### src/rtl/spi_seq_pkg.sv
package spi_seq_pkg;

  localparam logic [1:0] ADDR_CTRL = 2'd0;
  localparam logic [1:0] ADDR_CSR  = 2'd1;
  localparam logic [1:0] ADDR_DATA = 2'd2;

  // control register fields
  localparam int C_IE  = 7;
  localparam int C_EN  = 6;
  localparam int C_MST = 4;
  localparam logic [7:0] CTRL_MASK = 8'hD3;

  // control/status software fields
  localparam int S_OD  = 2;
  localparam int S_SSM = 1;
  localparam int S_SSI = 0;

  localparam int DIV_W  = 2;
  localparam int HCNT_W = 5;

  // clocks per SCK half period for a divider code
  function automatic logic [HCNT_W-1:0] half_period(input logic [DIV_W-1:0] div);
    return HCNT_W'(2) << div;
  endfunction

  // effective select level: 1 = deselected
  function automatic logic select_level(input logic ssm, input logic ssi, input logic pin_n);
    return ssm ? ssi : pin_n;
  endfunction

  function automatic logic irq_level(input logic ie, input logic done_f, input logic fault_f);
    return ie & (done_f | fault_f);
  endfunction

endpackage

### src/rtl/spi_seq_shifter.sv
module spi_seq_shifter
  import spi_seq_pkg::*;
#(
  parameter int DATA_W = 8
) (
  input  logic                 clk,
  input  logic                 rst_n,
  input  logic                 en,
  input  logic                 mst,
  input  logic                 sel,
  input  logic [DIV_W-1:0]     div,
  input  logic                 start,
  input  logic [DATA_W-1:0]    ld_data,
  input  logic                 sck_i,
  input  logic                 mosi_i,
  input  logic                 miso_i,
  output logic                 sck_o,
  output logic                 sdo,
  output logic                 busy,
  output logic                 done,
  output logic [DATA_W-1:0]    rx_data
);

  localparam int CNT_W = $clog2(DATA_W);
  localparam logic [CNT_W-1:0] LAST_BIT = CNT_W'(DATA_W - 1);

  logic [DATA_W-1:0] shreg;
  logic [CNT_W-1:0]  cnt;
  logic [HCNT_W-1:0] hcnt;
  logic              rx_bit;
  logic              sck_q;
  logic              run;
  logic              mid;
  logic [2:0]        sck_sy;
  logic [1:0]        mosi_sy;

  logic s_rise, s_fall, m_tick, m_rise, m_fall;
  logic rise_ev, fall_ev, last, din;

  assign s_rise  = sck_sy[1] & ~sck_sy[2];
  assign s_fall  = ~sck_sy[1] & sck_sy[2];
  assign m_tick  = run && (hcnt == half_period(div) - HCNT_W'(1));
  assign m_rise  = m_tick & ~sck_q;
  assign m_fall  = m_tick & sck_q;
  assign rise_ev = mst ? m_rise : (en & sel & s_rise);
  assign fall_ev = mst ? m_fall : (en & sel & s_fall & mid);
  assign din     = mst ? miso_i : mosi_sy[1];
  assign last    = (cnt == LAST_BIT);
  assign done    = fall_ev & last;
  assign rx_data = {shreg[DATA_W-2:0], rx_bit};

  assign sck_o = sck_q;
  assign sdo   = shreg[DATA_W-1];
  assign busy  = mst ? run : (mid | (cnt != '0));

  always_ff @(posedge clk or negedge rst_n) begin
    if (!rst_n) begin
      sck_sy  <= '0;
      mosi_sy <= '0;
    end else begin
      sck_sy  <= {sck_sy[1:0], sck_i};
      mosi_sy <= {mosi_sy[0], mosi_i};
    end
  end

  always_ff @(posedge clk or negedge rst_n) begin
    if (!rst_n) begin
      shreg  <= '0;
      cnt    <= '0;
      hcnt   <= '0;
      rx_bit <= 1'b0;
      sck_q  <= 1'b0;
      run    <= 1'b0;
      mid    <= 1'b0;
    end else if (start) begin
      shreg <= ld_data;
      cnt   <= '0;
      hcnt  <= '0;
      sck_q <= 1'b0;
      mid   <= 1'b0;
      run   <= en & mst;
    end else begin
      if (run) hcnt <= m_tick ? '0 : hcnt + HCNT_W'(1);
      if (m_tick) sck_q <= ~sck_q;
      if (rise_ev) begin
        rx_bit <= din;
        mid    <= 1'b1;
      end
      if (fall_ev) begin
        shreg <= rx_data;
        mid   <= 1'b0;
        cnt   <= last ? '0 : cnt + CNT_W'(1);
        if (last) run <= 1'b0;
      end
      // slave deselected or block disabled: drop a partial byte
      if (!en || (!mst && !sel)) begin
        cnt <= '0;
        mid <= 1'b0;
      end
      if (!en || !mst) begin
        run   <= 1'b0;
        sck_q <= 1'b0;
        hcnt  <= '0;
      end
    end
  end

endmodule

### src/rtl/spi_seq_flags.sv
module spi_seq_flags (
  input  logic clk,
  input  logic rst_n,
  input  logic evt_done,
  input  logic evt_wcol,
  input  logic evt_modf,
  input  logic csr_rd,
  input  logic data_acc,
  input  logic ctrl_acc,
  input  logic ctrl_wr,
  output logic flag_sf,
  output logic flag_wc,
  output logic flag_ov,
  output logic flag_mf,
  output logic seq_armed,
  output logic evt_ovr
);

  logic mf_armed;

  assign evt_ovr = evt_done & flag_sf;

  always_ff @(posedge clk or negedge rst_n) begin
    if (!rst_n) begin
      flag_sf   <= 1'b0;
      flag_wc   <= 1'b0;
      flag_ov   <= 1'b0;
      flag_mf   <= 1'b0;
      seq_armed <= 1'b0;
      mf_armed  <= 1'b0;
    end else begin
      // completion / collision: status read arms, data access clears
      if (data_acc && seq_armed) begin
        flag_sf   <= 1'b0;
        flag_wc   <= 1'b0;
        seq_armed <= 1'b0;
      end else if (csr_rd && (flag_sf || flag_wc)) begin
        seq_armed <= 1'b1;
      end
      if (evt_done) flag_sf <= 1'b1;
      if (evt_wcol) flag_wc <= 1'b1;

      // overrun: any status read clears
      if (csr_rd)  flag_ov <= 1'b0;
      if (evt_ovr) flag_ov <= 1'b1;

      // mode fault: control access arms, later control write clears
      if (ctrl_wr && mf_armed) begin
        flag_mf  <= 1'b0;
        mf_armed <= 1'b0;
      end else if (ctrl_acc && flag_mf) begin
        mf_armed <= 1'b1;
      end
      if (evt_modf) flag_mf <= 1'b1;
    end
  end

endmodule

### src/rtl/spi_seq_ctrl.sv
module spi_seq_ctrl
  import spi_seq_pkg::*;
#(
  parameter int DATA_W = 8
) (
  input  logic              clk,
  input  logic              rst_n,
  input  logic              bus_sel,
  input  logic              bus_we,
  input  logic [1:0]        bus_addr,
  input  logic [DATA_W-1:0] bus_wdata,
  output logic [DATA_W-1:0] bus_rdata,
  output logic              irq,
  input  logic              sck_i,
  output logic              sck_o,
  output logic              sck_oe,
  input  logic              mosi_i,
  output logic              mosi_o,
  output logic              mosi_oe,
  input  logic              miso_i,
  output logic              miso_o,
  output logic              miso_oe,
  input  logic              ss_n_i
);

  logic [7:0]        ctrl_q;
  logic [2:0]        csr_sw;
  logic [DATA_W-1:0] rx_buf;
  logic [1:0]        ss_sy;

  logic ctrl_ie, ctrl_en, ctrl_mst, csr_od;
  logic ss_lvl, slave_sel;
  logic rd_any, wr_any, csr_rd, csr_wr, data_acc, data_wr, ctrl_acc, ctrl_wr;
  logic wr_blocked, start, evt_wcol, evt_modf;
  logic xfer_busy, evt_done, evt_ovr, sdo;
  logic flag_sf, flag_wc, flag_ov, flag_mf, seq_armed;
  logic [DATA_W-1:0] rx_data;

  assign ctrl_ie  = ctrl_q[C_IE];
  assign ctrl_en  = ctrl_q[C_EN];
  assign ctrl_mst = ctrl_q[C_MST];
  assign csr_od   = csr_sw[S_OD];

  assign ss_lvl    = select_level(csr_sw[S_SSM], csr_sw[S_SSI], ss_sy[1]);
  assign slave_sel = ~ss_lvl;

  assign rd_any   = bus_sel & ~bus_we;
  assign wr_any   = bus_sel & bus_we;
  assign csr_rd   = rd_any & (bus_addr == ADDR_CSR);
  assign csr_wr   = wr_any & (bus_addr == ADDR_CSR);
  assign data_acc = bus_sel & (bus_addr == ADDR_DATA);
  assign data_wr  = wr_any & (bus_addr == ADDR_DATA);
  assign ctrl_acc = bus_sel & (bus_addr == ADDR_CTRL);
  assign ctrl_wr  = wr_any & (bus_addr == ADDR_CTRL);

  assign wr_blocked = flag_sf & ~seq_armed;
  assign start      = data_wr & ~wr_blocked & ~xfer_busy;
  assign evt_wcol   = data_wr & ~wr_blocked & xfer_busy;
  assign evt_modf   = ctrl_en & ctrl_mst & ~ss_lvl;

  always_ff @(posedge clk or negedge rst_n) begin
    if (!rst_n) begin
      ss_sy <= 2'b11;
    end else begin
      ss_sy <= {ss_sy[0], ss_n_i};
    end
  end

  always_ff @(posedge clk or negedge rst_n) begin
    if (!rst_n) begin
      ctrl_q <= '0;
      csr_sw <= '0;
      rx_buf <= '0;
    end else begin
      if (ctrl_wr) ctrl_q <= bus_wdata[7:0] & CTRL_MASK;
      if (evt_modf) begin
        ctrl_q[C_EN]  <= 1'b0;
        ctrl_q[C_MST] <= 1'b0;
      end
      if (csr_wr) csr_sw <= bus_wdata[2:0];
      if (evt_done && !flag_sf) rx_buf <= rx_data;
    end
  end

  spi_seq_shifter #(.DATA_W(DATA_W)) shifter_i (
    .clk     (clk),
    .rst_n   (rst_n),
    .en      (ctrl_en),
    .mst     (ctrl_mst),
    .sel     (slave_sel),
    .div     (ctrl_q[DIV_W-1:0]),
    .start   (start),
    .ld_data (bus_wdata),
    .sck_i   (sck_i),
    .mosi_i  (mosi_i),
    .miso_i  (miso_i),
    .sck_o   (sck_o),
    .sdo     (sdo),
    .busy    (xfer_busy),
    .done    (evt_done),
    .rx_data (rx_data)
  );

  spi_seq_flags flags_i (
    .clk       (clk),
    .rst_n     (rst_n),
    .evt_done  (evt_done),
    .evt_wcol  (evt_wcol),
    .evt_modf  (evt_modf),
    .csr_rd    (csr_rd),
    .data_acc  (data_acc),
    .ctrl_acc  (ctrl_acc),
    .ctrl_wr   (ctrl_wr),
    .flag_sf   (flag_sf),
    .flag_wc   (flag_wc),
    .flag_ov   (flag_ov),
    .flag_mf   (flag_mf),
    .seq_armed (seq_armed),
    .evt_ovr   (evt_ovr)
  );

  assign irq     = irq_level(ctrl_ie, flag_sf, flag_mf);
  assign sck_oe  = ctrl_en & ctrl_mst;
  assign mosi_oe = ctrl_en & ctrl_mst & ~csr_od;
  assign miso_oe = ctrl_en & ~ctrl_mst & ~csr_od & slave_sel;
  assign mosi_o  = sdo;
  assign miso_o  = sdo;

  always_comb begin
    case (bus_addr)
      ADDR_CTRL: bus_rdata = DATA_W'(ctrl_q);
      ADDR_CSR:  bus_rdata = DATA_W'({flag_sf, flag_wc, flag_ov, flag_mf, 1'b0, csr_sw});
      ADDR_DATA: bus_rdata = rx_buf;
      default:   bus_rdata = '0;
    endcase
  end

endmodule

### config.mk
export PLATFORM = sky130hd
export DESIGN_NAME = spi_seq_ctrl
export DESIGN_NICKNAME = d
export VERILOG_FILES = /design/src/rtl/spi_seq_pkg.sv /design/src/rtl/spi_seq_shifter.sv /design/src/rtl/spi_seq_flags.sv /design/src/rtl/spi_seq_ctrl.sv
export SDC_FILE = /design/constraint.sdc
export NUM_CORES = 1
export LEC_CHECK = 0
export ABC_AREA = 1
export BUFFER_PORTS_ARGS = -buffer_cell sky130_fd_sc_hd__buf_2
export CORE_MARGIN = 1.5
export CORE_UTILIZATION = 29
export DETAILED_ROUTE_END_ITERATION = 10
export GPL_TIMING_DRIVEN = 0
export PLACE_DENSITY = 0.46
export SYNTH_ARGS = -nofsm -noshare
export SYNTH_HDL_FRONTEND = slang
export SYNTH_SLANG_ARGS = --single-unit
### constraint.sdc
create_clock -name clk -period 3.7 [get_ports clk]
set_input_delay 0.185 -clock clk [delete_from_list [all_inputs] [get_ports clk]]
set_output_delay 0.185 -clock clk [all_outputs]
set_load 0.02 [all_outputs]
==> results of run 1 <==
-- power by group --
group	leakage (nW)	internal (W)	total [W]	switching [W]
clock network	0.0542	0.000170	0.000357	0.000187
logic	0.688	0.000139	0.000440	0.000301
registers	0.634	0.000626	0.000676	0.0000501
-- logic make-up (layout without fill, tap and decap cells) --
group	after synthesis	count (layout)	synth area share, %
simple gates	122	122	23.0
compound gates	63	63	15.1
buf+inv	53	95	9.13
flops	49	49	50.7
fa+ha+maj	4	4	2.06
-- area by class of cell --
| class | count | area share (%) |
|---|---|---|
| Buffer | 7 | 1.72 |
| Clock buffer | 7 | 3.39 |
| Clock inverter | 1 | 0.176 |
| Inverter | 46 | 6.07 |
| Multi-Input combinational cell | 189 | 34.3 |
| Sequential cell | 49 | 43.2 |
| Tap cell | 105 | 4.62 |
| Timing Repair Buffer | 34 | 6.51 |
-- what timing repair did --
item | 4_1_cts | 5_1_grt
hold buffers | 3 | 0
endpoints found under the hold margin | 3 | 0
buffers inserted | 0 | 0
-- registers in the layout (all words and copies together) (netlist names) --
signal             count
csr_sw                 3
ctrl_q                 5
flags_i.flag_mf        1
flags_i.flag_ov        1
flags_i.flag_sf        1
flags_i.flag_wc        1
flags_i.mf_armed       1
flags_i.seq_armed      1
rx_buf                 8
shifter_i.cnt          3
shifter_i.hcnt         5
shifter_i.mid          1
shifter_i.mosi_sy      2
shifter_i.run          1
shifter_i.rx_bit       1
shifter_i.sck_o        1
shifter_i.sck_sy       3
shifter_i.shreg        8
ss_sy                  2
-- layer usage --
layer  track usage (%)  routed length [um]  share of wire, %  vias up
li1                  -                   -                 -     1024
met1              20.7                2970                50      923
met2              22.5                2760                46       25
met3              3.14                 192               3.2        6
met4              3.98                  68               1.1        0
met5                 0                   0                 0        -
-- worst min-delay path by stage --
stage	from	to	slack (ns)
2_1_floorplan	rst_n	csr_sw[0]	-0.11
3_3_place_gp	ss_n_i	ss_sy[0]	0.29
3_5_place_dp	ss_n_i	ss_sy[0]	0.29
4_1_cts	bus_wdata[0]	ctrl_q[0]	0.1
5_1_grt	bus_wdata[1]	ctrl_q[1]	0.13
6_report	rst_n	flags_i.flag_ov	0.09
-- cells in the mapped netlist --
master,number,share of area [%]
sky130_fd_sc_hd__nand2_1,63,9.8
sky130_fd_sc_hd__dfrtp_1,47,49
sky130_fd_sc_hd__inv_1,37,5.7
sky130_fd_sc_hd__nor2_1,23,3.6
sky130_fd_sc_hd__o21ai_1,22,4.5
sky130_fd_sc_hd__nand3_1,15,3.1
sky130_fd_sc_hd__a21oi_1,14,2.9
sky130_fd_sc_hd__o21ai_0,12,2.5
sky130_fd_sc_hd__inv_2,9,1.4
sky130_fd_sc_hd__o21ai_2,8,2.9
sky130_fd_sc_hd__nand4_1,6,1.5
sky130_fd_sc_hd__ha_1,4,2.1
sky130_fd_sc_hd__nor3_1,4,0.83
sky130_fd_sc_hd__buf_2,3,0.62
sky130_fd_sc_hd__buf_4,3,0.93
sky130_fd_sc_hd__nand3_2,3,1.2
sky130_fd_sc_hd__o221ai_1,3,1.1
sky130_fd_sc_hd__dfstp_2,2,2.2
sky130_fd_sc_hd__nand2_2,2,0.52
sky130_fd_sc_hd__o211ai_1,2,0.62
sky130_fd_sc_hd__a21oi_2,1,0.36
sky130_fd_sc_hd__buf_6,1,0.46
sky130_fd_sc_hd__nand2_4,1,0.46
sky130_fd_sc_hd__nand3_4,1,0.72
sky130_fd_sc_hd__nand3b_1,1,0.31
sky130_fd_sc_hd__nor2_2,1,0.26
sky130_fd_sc_hd__nor3_2,1,0.41
sky130_fd_sc_hd__nor3b_1,1,0.31
sky130_fd_sc_hd__o22ai_1,1,0.26
-- per-stage QoR --
stage	area, sq um	total power (W)	utilization, %
final	2840	0.00147	34.8
after CTS	2840	0.00150	34.8
after floorplan	2420	0.000985	-
after global routing	2840	0.00158	34.8
after detailed placement	2710	0.00113	33.2
after global placement	2710	0.00113	33.2
==> results.rst, run 1 <==
.. list-table::
   :header-rows: 1

   * - Metric
     - Value
   * - Worst slack at placement
     - 1.93 ns
   * - Setup repair after global routing missed its margin
     - no
   * - Synthesized netlist cell count
     - 291
   * - Placed Instances
     - 427
   * - Series of cell instances along the critical path
     - nand2_1, o21ai_1, nor2_1, inv_1, nor3_1, buf_2
   * - Delay of the slowest cell on the worst path
     - 0.43 ns
   * - Crit. path cell count
     - 6
   * - Via count
     - 1,978
   * - Per-cell via count in the routed design
     - 4.52
   * - Start of the worst register-to-register path
     - ctrl_q[4]
   * - Final antenna diode count
     - 0
   * - Most frequent cells in the layout
     - 63 x sky130_fd_sc_hd__nand2_1, 47 x sky130_fd_sc_hd__dfrtp_1, 37 x sky130_fd_sc_hd__inv_1
   * - Worst setup SP type
     - flip-flop
   * - Reg2reg end
     - shifter_i.shreg[2]
   * - Most common library cell in the layout ignoring fill and taps
     - sky130_fd_sc_hd__nand2_1
   * - Total negative slack
     - 0 ns
   * - Final wirelength
     - 5990 um
   * - Pin count of the biggest net entering global routing
     - 50
   * - Final net count
     - 354
   * - Number of levels the H-tree was split into
     - 2
   * - Detailed placer's ending HPWL
     - 4430 um
   * - Crit Path Category
     - flip-flop to output pin
   * - Clock buffers created by TritonCTS
     - 5
   * - Setup skew after layout
     - 0.0101 ns
   * - Peak supply drop
     - 0.178 mV
   * - Filler cell count in the final layout
     - 877
   * - Cell Pwr Density
     - 518 nW/um^2
   * - First drt pass iteration count
     - 4
   * - Minimum setup slack in the final design
     - 1.91 ns
   * - Residual DRC count
     - 0
   * - Total leakage power
     - 1.38 nW
   * - Remaining global-route overflow
     - 0
   * - Internal reg-to-reg setup slack
     - 1.93 ns
   * - # Max-Cap Violations
     - 0
   * - Core Area
     - 8180 sq um
   * - Number of global-route vias before repair
     - 1,948
   * - Buf/Inv on CP
     - 2
   * - Number of I/O pins
     - 33
   * - Worst hold slack
     - 0.0922 ns
   * - Final weighted congestion in routability-driven placement
     - 0.799
   * - Maximum achievable frequency
     - 559 MHz
   * - Drt initial violations
     - 84
   * - Required time at the endpoint of the critical path
     - 3.51 ns
   * - Arrival time reported for the critical path endpoint
     - 1.60 ns
   * - Outcome
     - finished, final reports clean
   * - Overall die width
     - 94.4 um
   * - Bufs on Longest Clock Path
     - 2
   * - Clock root buffer
     - sky130_fd_sc_hd__clkbuf_8
   * - Max FO, Critical Path
     - 4
   * - Total count of hold-check failures in the final report
     - 0
   * - Worst slew margin relative to its limit
     - 23.1%
   * - Global Route Usage Sum
     - 14.6%
   * - Count of cells resized by post-cts repair
     - 0
   * - Kind of capture point of the worst setup path
     - output pin
   * - Post-CTS clock slew at the launch and capture registers of the worst setup and hold paths
     - 0.10 ns
   * - Yosys reg bits
     - 49
   * - Height of the die
     - 94.4 um
   * - Post-synthesis average cell area
     - 8.33 sq um
   * - Count of endpoints failing setup in the final report
     - 0
   * - Warnings, synthesis
     - 0
   * - Slowest cell on the critical path
     - sky130_fd_sc_hd__dfrtp_1
   * - Cell count of the worst reg-to-reg path
     - 9
   * - Dominant delay contributor by cell family on the critical path
     - simple AND/OR/NAND/NOR gates
   * - Cell Area, Synth
     - 2420 sq um
   * - Portion of the clock cycle consumed by the worst path in the final layout
     - 48.4%
   * - Area of combinational cells with multiple inputs
     - 975 sq um
   * - CTS tree
     - built
   * - Clock insertion delay at the later pin of the skew report
     - 0.31 ns
   * - Count of unique library cells instantiated by Yosys
     - 29
   * - Starting density of the core
     - 29.7%
   * - CTS sink count
     - 49
   * - First-pass GRT wire length
     - 9920 um
   * - Number of core rows
     - 33
   * - Beginning of the critical path
     - csr_sw[1]
   * - Hold Path Class
     - input pin to asynchronous set/reset pin
   * - Syn nets
     - 313
   * - Fraction of the yosys area taken by sequential cells
     - 50.7%
   * - Total area of sequential cells
     - 1230 sq um
   * - End point of the critical path
     - miso_oe
   * - Share of post-route cells with drive strength above 1
     - 22.5%
   * - Layout overhead on the synthesized area
     - 17.2%
   * - Post-route insts no fill
     - 438
   * - IO Port Bufs
     - 31
   * - Slew at the pin with the worst max-slew slack
     - 1.15 ns
   * - Post-DRT Antenna Nets
     - 0
   * - Final critical-path required period
     - 1.79 ns
   * - Routed wire length per instance
     - 13.7 um
   * - Die area
     - 8920 sq um
   * - Number of antenna violations at the first check in global routing
     - 0
   * - Pins Over Slew Limit
     - 0
Note: power is estimated with default switching activity, not from simulation.
==> run 2: changes to the inputs <==
- ABC_AREA: 1 -> 0
- PLACE_DENSITY: 0.46 -> 0.47
- clock period: 3.7 -> 1.5 ns (I/O delays scaled with it)
==> results.rst, run 2 <==
.. list-table::
   :header-rows: 1

   * - Metric
     - Value
   * - Minimum setup slack in the final design
     - -0.623 ns (was 1.91 ns)
   * - Fraction of the yosys area taken by sequential cells
     - 49.5% (was 50.7%)
   * - First drt pass iteration count
     - 4 (unchanged)
   * - Clock buffers created by TritonCTS
     - 5 (unchanged)
   * - Total count of hold-check failures in the final report
     - 47 (was 0)
   * - Max FO, Critical Path
     - 3 (was 4)
   * - Yosys reg bits
     - 49 (unchanged)
   * - Final weighted congestion in routability-driven placement
     - 0.725 (was 0.799)
   * - Per-cell via count in the routed design
     - 4.96 (was 4.52)
   * - First-pass GRT wire length
     - 10,800 um (was 9920 um)
   * - Beginning of the critical path
     - shifter_i.cnt[1] (was csr_sw[1])
   * - Cell Area, Synth
     - 2480 sq um (was 2420 sq um)
   * - Post-synthesis average cell area
     - 11.0 sq um (was 8.33 sq um)
   * - CTS sink count
     - 49 (unchanged)
   * - Outcome
     - finished with violations (was finished, final reports clean)
   * - End-of-flow core utilization
     - 40.0% (was 34.8%)
   * - Reg2reg end
     - shifter_i.rx_bit (was shifter_i.shreg[2])
   * - Post-route insts no fill
     - 389 (was 438)
   * - Number of antenna violations at the first check in global routing
     - 0 (unchanged)
   * - Arrival time reported for the critical path endpoint
     - 2.34 ns (was 1.60 ns)
   * - Violated checks
     - negative hold slack, negative setup slack
   * - Cell with the most instances after synthesis
     - sky130_fd_sc_hd__dfrtp_1 (was sky130_fd_sc_hd__nand2_1)
   * - Via count
     - 1,931 (was 1,978)
   * - Routed wire length per instance
     - 17.4 um (was 13.7 um)
   * - Number of levels the H-tree was split into
     - 2 (unchanged)
   * - Count of endpoints failing setup in the final report
     - 31 (was 0)
   * - Share of post-route cells with drive strength above 1
     - 42.3% (was 22.5%)
   * - Top flip-flop cell by instance count after synthesis
     - sky130_fd_sc_hd__dfrtp_1 (unchanged)
   * - Async set-reset flop share out of synthesis
     - 100% (unchanged)
   * - Global Route Usage Sum
     - 16.1% (was 14.6%)
   * - Switching power share of the total
     - 34.7% (was 36.6%)
   * - Starting density of the core
     - 30.0% (was 29.7%)
   * - Setup repair after global routing missed its margin
     - yes (was no)
   * - CTS tree
     - built (unchanged)
   * - Gate power share
     - 32.3% (was 29.8%)
   * - Start of the worst register-to-register path
     - shifter_i.cnt[1] (was ctrl_q[4])
   * - End point of the critical path
     - shifter_i.rx_bit (was miso_oe)
   * - Cell Pwr Density
     - 1180 nW/um^2 (was 518 nW/um^2)
   * - Setup skew after layout
     - 0.0121 ns (was 0.0101 ns)
   * - Warnings, synthesis
     - 0 (unchanged)
   * - Post-DRT Antenna Nets
     - 0 (unchanged)
   * - Count of unique library cells instantiated by Yosys
     - 48 (was 29)
   * - IO Port Bufs
     - 31 (unchanged)
   * - Portion of the clock cycle consumed by the worst path in the final layout
     - 142%
   * - Final net count
     - 305 (was 354)
   * - Number of core rows
     - 33 (unchanged)
   * - Detailed placer's ending HPWL
     - 4400 um (was 4430 um)
   * - Overall die width
     - 95.5 um (was 94.4 um)
   * - Pin count of the biggest net entering global routing
     - 50 (unchanged)
   * - Leading post-synthesis cells by instance count
     - 47 x sky130_fd_sc_hd__dfrtp_1, 17 x sky130_fd_sc_hd__nand2_1, 16 x sky130_fd_sc_hd__mux2_2 (was 63 x sky130_fd_sc_hd__nand2_1, 47 x sky130_fd_sc_hd__dfrtp_1, 37 x sky130_fd_sc_hd__inv_1)
   * - Core Area
     - 8260 sq um (was 8180 sq um)
   * - Cell count of the worst reg-to-reg path
     - 7 (was 9)
   * - Total leakage power
     - 1.40 nW (was 1.38 nW)
   * - Sequential power share
     - 45.9% (about the same)
   * - Remaining global-route overflow
     - 0 (unchanged)
   * - Clock insertion delay at the later pin of the skew report
     - 0.31 ns (about the same)
   * - Most frequent cells in the layout
     - 41 x sky130_fd_sc_hd__dfrtp_1, 29 x sky130_fd_sc_hd__buf_2, 18 x sky130_fd_sc_hd__buf_4 (was 63 x sky130_fd_sc_hd__nand2_1, 47 x sky130_fd_sc_hd__dfrtp_1, 37 x sky130_fd_sc_hd__inv_1)
   * - Worst setup SP type
     - flip-flop (unchanged)
   * - Clock root buffer
     - sky130_fd_sc_hd__clkbuf_8 (unchanged)
   * - Syn nets
     - 248 (was 313)
   * - Registers with the highest flip-flop counts
     - rx_buf: 8 flops, shifter_i.shreg: 8 flops (unchanged)
   * - Number of enable-type register cells in the synthesized netlist
     - 0 (unchanged)
   * - Required time at the endpoint of the critical path
     - 1.71 ns (was 3.51 ns)
   * - Clk pwr share
     - 21.8% (was 24.2%)
   * - Filler cell count in the final layout
     - 840 (was 877)
   * - Hold Path Class
     - input pin to asynchronous set/reset pin (unchanged)
   * - Kind of capture point of the worst setup path
     - flip-flop (was output pin)
   * - Final antenna diode count
     - 0 (unchanged)
   * - Die area
     - 9120 sq um (was 8920 sq um)
   * - Number of global-route vias before repair
     - 1,982 (was 1,948)
   * - Pins Over Slew Limit
     - 0 (unchanged)
   * - Drt initial violations
     - 104 (was 84)
   * - Height of the die
     - 95.5 um (was 94.4 um)
   * - Crit Path Category
     - flip-flop to flip-flop (was flip-flop to output pin)
   * - Number of I/O pins
     - 33 (unchanged)
   * - Maximum achievable frequency
     - 471 MHz
   * - Internal power of the cells
     - 0.00255 W (was 0.000934 W)
   * - Peak supply drop
     - 0.569 mV (was 0.178 mV)
   * - Slew at the pin with the worst max-slew slack
     - 1.11 ns (was 1.15 ns)
   * - Cell type with the largest total area after synthesis
     - sky130_fd_sc_hd__dfrtp_1 (unchanged)
   * - Post-layout total power
     - 0.00391 W (was 0.00147 W)
   * - Synthesized netlist cell count
     - 226 (was 291)
   * - Internal reg-to-reg setup slack
     - -0.62 ns (was 1.93 ns)
   * - Net switching power
     - 0.00136 W (was 0.000539 W)
   * - Layout overhead on the synthesized area
     - 33.3% (was 17.2%)
   * - Residual DRC count
     - 0 (unchanged)
   * - Worst hold slack
     - -0.0351 ns (was 0.0922 ns)
   * - Post-CTS clock slew at the launch and capture registers of the worst setup and hold paths
     - 0.11 ns (was 0.10 ns)
   * - Worst slew margin relative to its limit
     - 26.2% (was 23.1%)
   * - Yosys top cell area share
     - 47.4% (was 48.5%)
   * - Placed Instances
     - 362 (was 427)
   * - Bufs on Longest Clock Path
     - 2 (unchanged)
   * - Leading cell types by total area after synthesis
     - sky130_fd_sc_hd__dfrtp_1 47%, sky130_fd_sc_hd__mux2_2 7.3%, sky130_fd_sc_hd__mux2i_1 3.2% (was sky130_fd_sc_hd__dfrtp_1 49%, sky130_fd_sc_hd__nand2_1 9.8%, sky130_fd_sc_hd__inv_1 5.7%)
   * - Most common library cell in the layout ignoring fill and taps
     - sky130_fd_sc_hd__dfrtp_1 (was sky130_fd_sc_hd__nand2_1)
   * - Final wirelength
     - 6770 um (was 5990 um)
   * - Final critical-path required period
     - 2.12 ns
   * - # Max-Cap Violations
     - 0 (unchanged)
[run 2: changes by cell type after synthesis, sizes merged, moves of 10 or more]
cell    change
nand2      -49
nand2b     +10
mux2       +16
inv        -39
nand3      -17
o21ai      -33
nor2       -16
[run 2: worst max-delay path, cell delays in order (launching register included)]
cell and delay [ns]:
sky130_fd_sc_hd__dfrtp_1 0.40, sky130_fd_sc_hd__inv_1 0.06, sky130_fd_sc_hd__ha_2 0.15, sky130_fd_sc_hd__or4b_4 0.48
sky130_fd_sc_hd__a211oi_4 0.27, sky130_fd_sc_hd__nor4_1 0.07, sky130_fd_sc_hd__a21oi_1 0.23, sky130_fd_sc_hd__mux2_2 0.36
[run 2: through the flow]
stage	hold slack (ns)	setup TNS, ns	setup slack (ns)	instance area [sq um]
2_1_floorplan	-0.221	-7.07	-0.437	2530
3_3_place_gp	0.182	-15.34	-0.673	2820
3_5_place_dp	0.182	-15.13	-0.663	2820
4_1_cts	0.00262	-13.29	-0.615	3170
5_1_grt	0.00110	-15.42	-0.659	3310
6_report	-0.0351	-12.73	-0.623	3310
[run 2: how the worst min path moves through the flow]
stage | startpoint | end | slack [ns] | cells after the start
after floorplan | rst_n | csr_sw[0] | -0.22 | 0
after global placement | ss_n_i | ss_sy[0] | 0.18 | 1
after detailed placement | ss_n_i | ss_sy[0] | 0.18 | 1
after CTS | bus_wdata[2] | csr_sw[2] | 0.003 | 2
after global routing | bus_wdata[2] | csr_sw[2] | 0.001 | 2
final | rst_n | shifter_i.shreg[5] | -0.04 | 1
[run 2: routing by layer]
layer	global-route usage (%)	vias up	part of all wire (%)
met2	27.2	32	49
li1	-	929	-
met1	21.4	966	48
met3	3.03	4	2.4
met4	3.68	0	0.64
met5	0	-	0
[run 2: area by class of cell]
cell class / count / area [sq um] / share of cell area (%)
Clock inverter: 3 / 25.0 / 0.757
Tap cell: 105 / 131 / 3.97
Clock buffer: 5 / 68.8 / 2.08
Inverter: 7 / 26.3 / 0.795
Sequential cell: 49 / 1240 / 37.4
Timing Repair Buffer: 52 / 377 / 11.4
Buffer: 11 / 105 / 3.18
Multi-Input combinational cell: 157 / 1340 / 40.4
[run 2: power groups by stage]
stage               Combinational (W)  Sequential, W  Clock, W
floorplan                    0.000685        0.00174         0
global placement             0.000950        0.00179         0
detailed placement           0.000953        0.00180         0
CTS                           0.00114        0.00177  0.000876
global route                  0.00138        0.00184  0.000938
finish                        0.00126        0.00179  0.000851
[run 2: cell families (layout without fill, tap and decap cells)]
kind of cell,after synthesis,count (layout),synth area share [%]
simple gates,73,73,16.9
xor+xnor,5,5,1.77
flops,49,49,49.5
compound gates,51,51,15.2
fa+ha+maj,4,4,2.02
mux,24,24,10.5
buf+inv,20,78,4.08
[run 2: repair_timing]
item / 4_1_cts / 5_1_grt
resized for setup: 34 / 36
buffers inserted: 10 / 8
setup endpoints to repair: 33 / 40
pin swaps: 3 / 9
gates cloned: 1 / 0
endpoints found under the hold margin: 3 / 0
hold buffers: 3 / 0
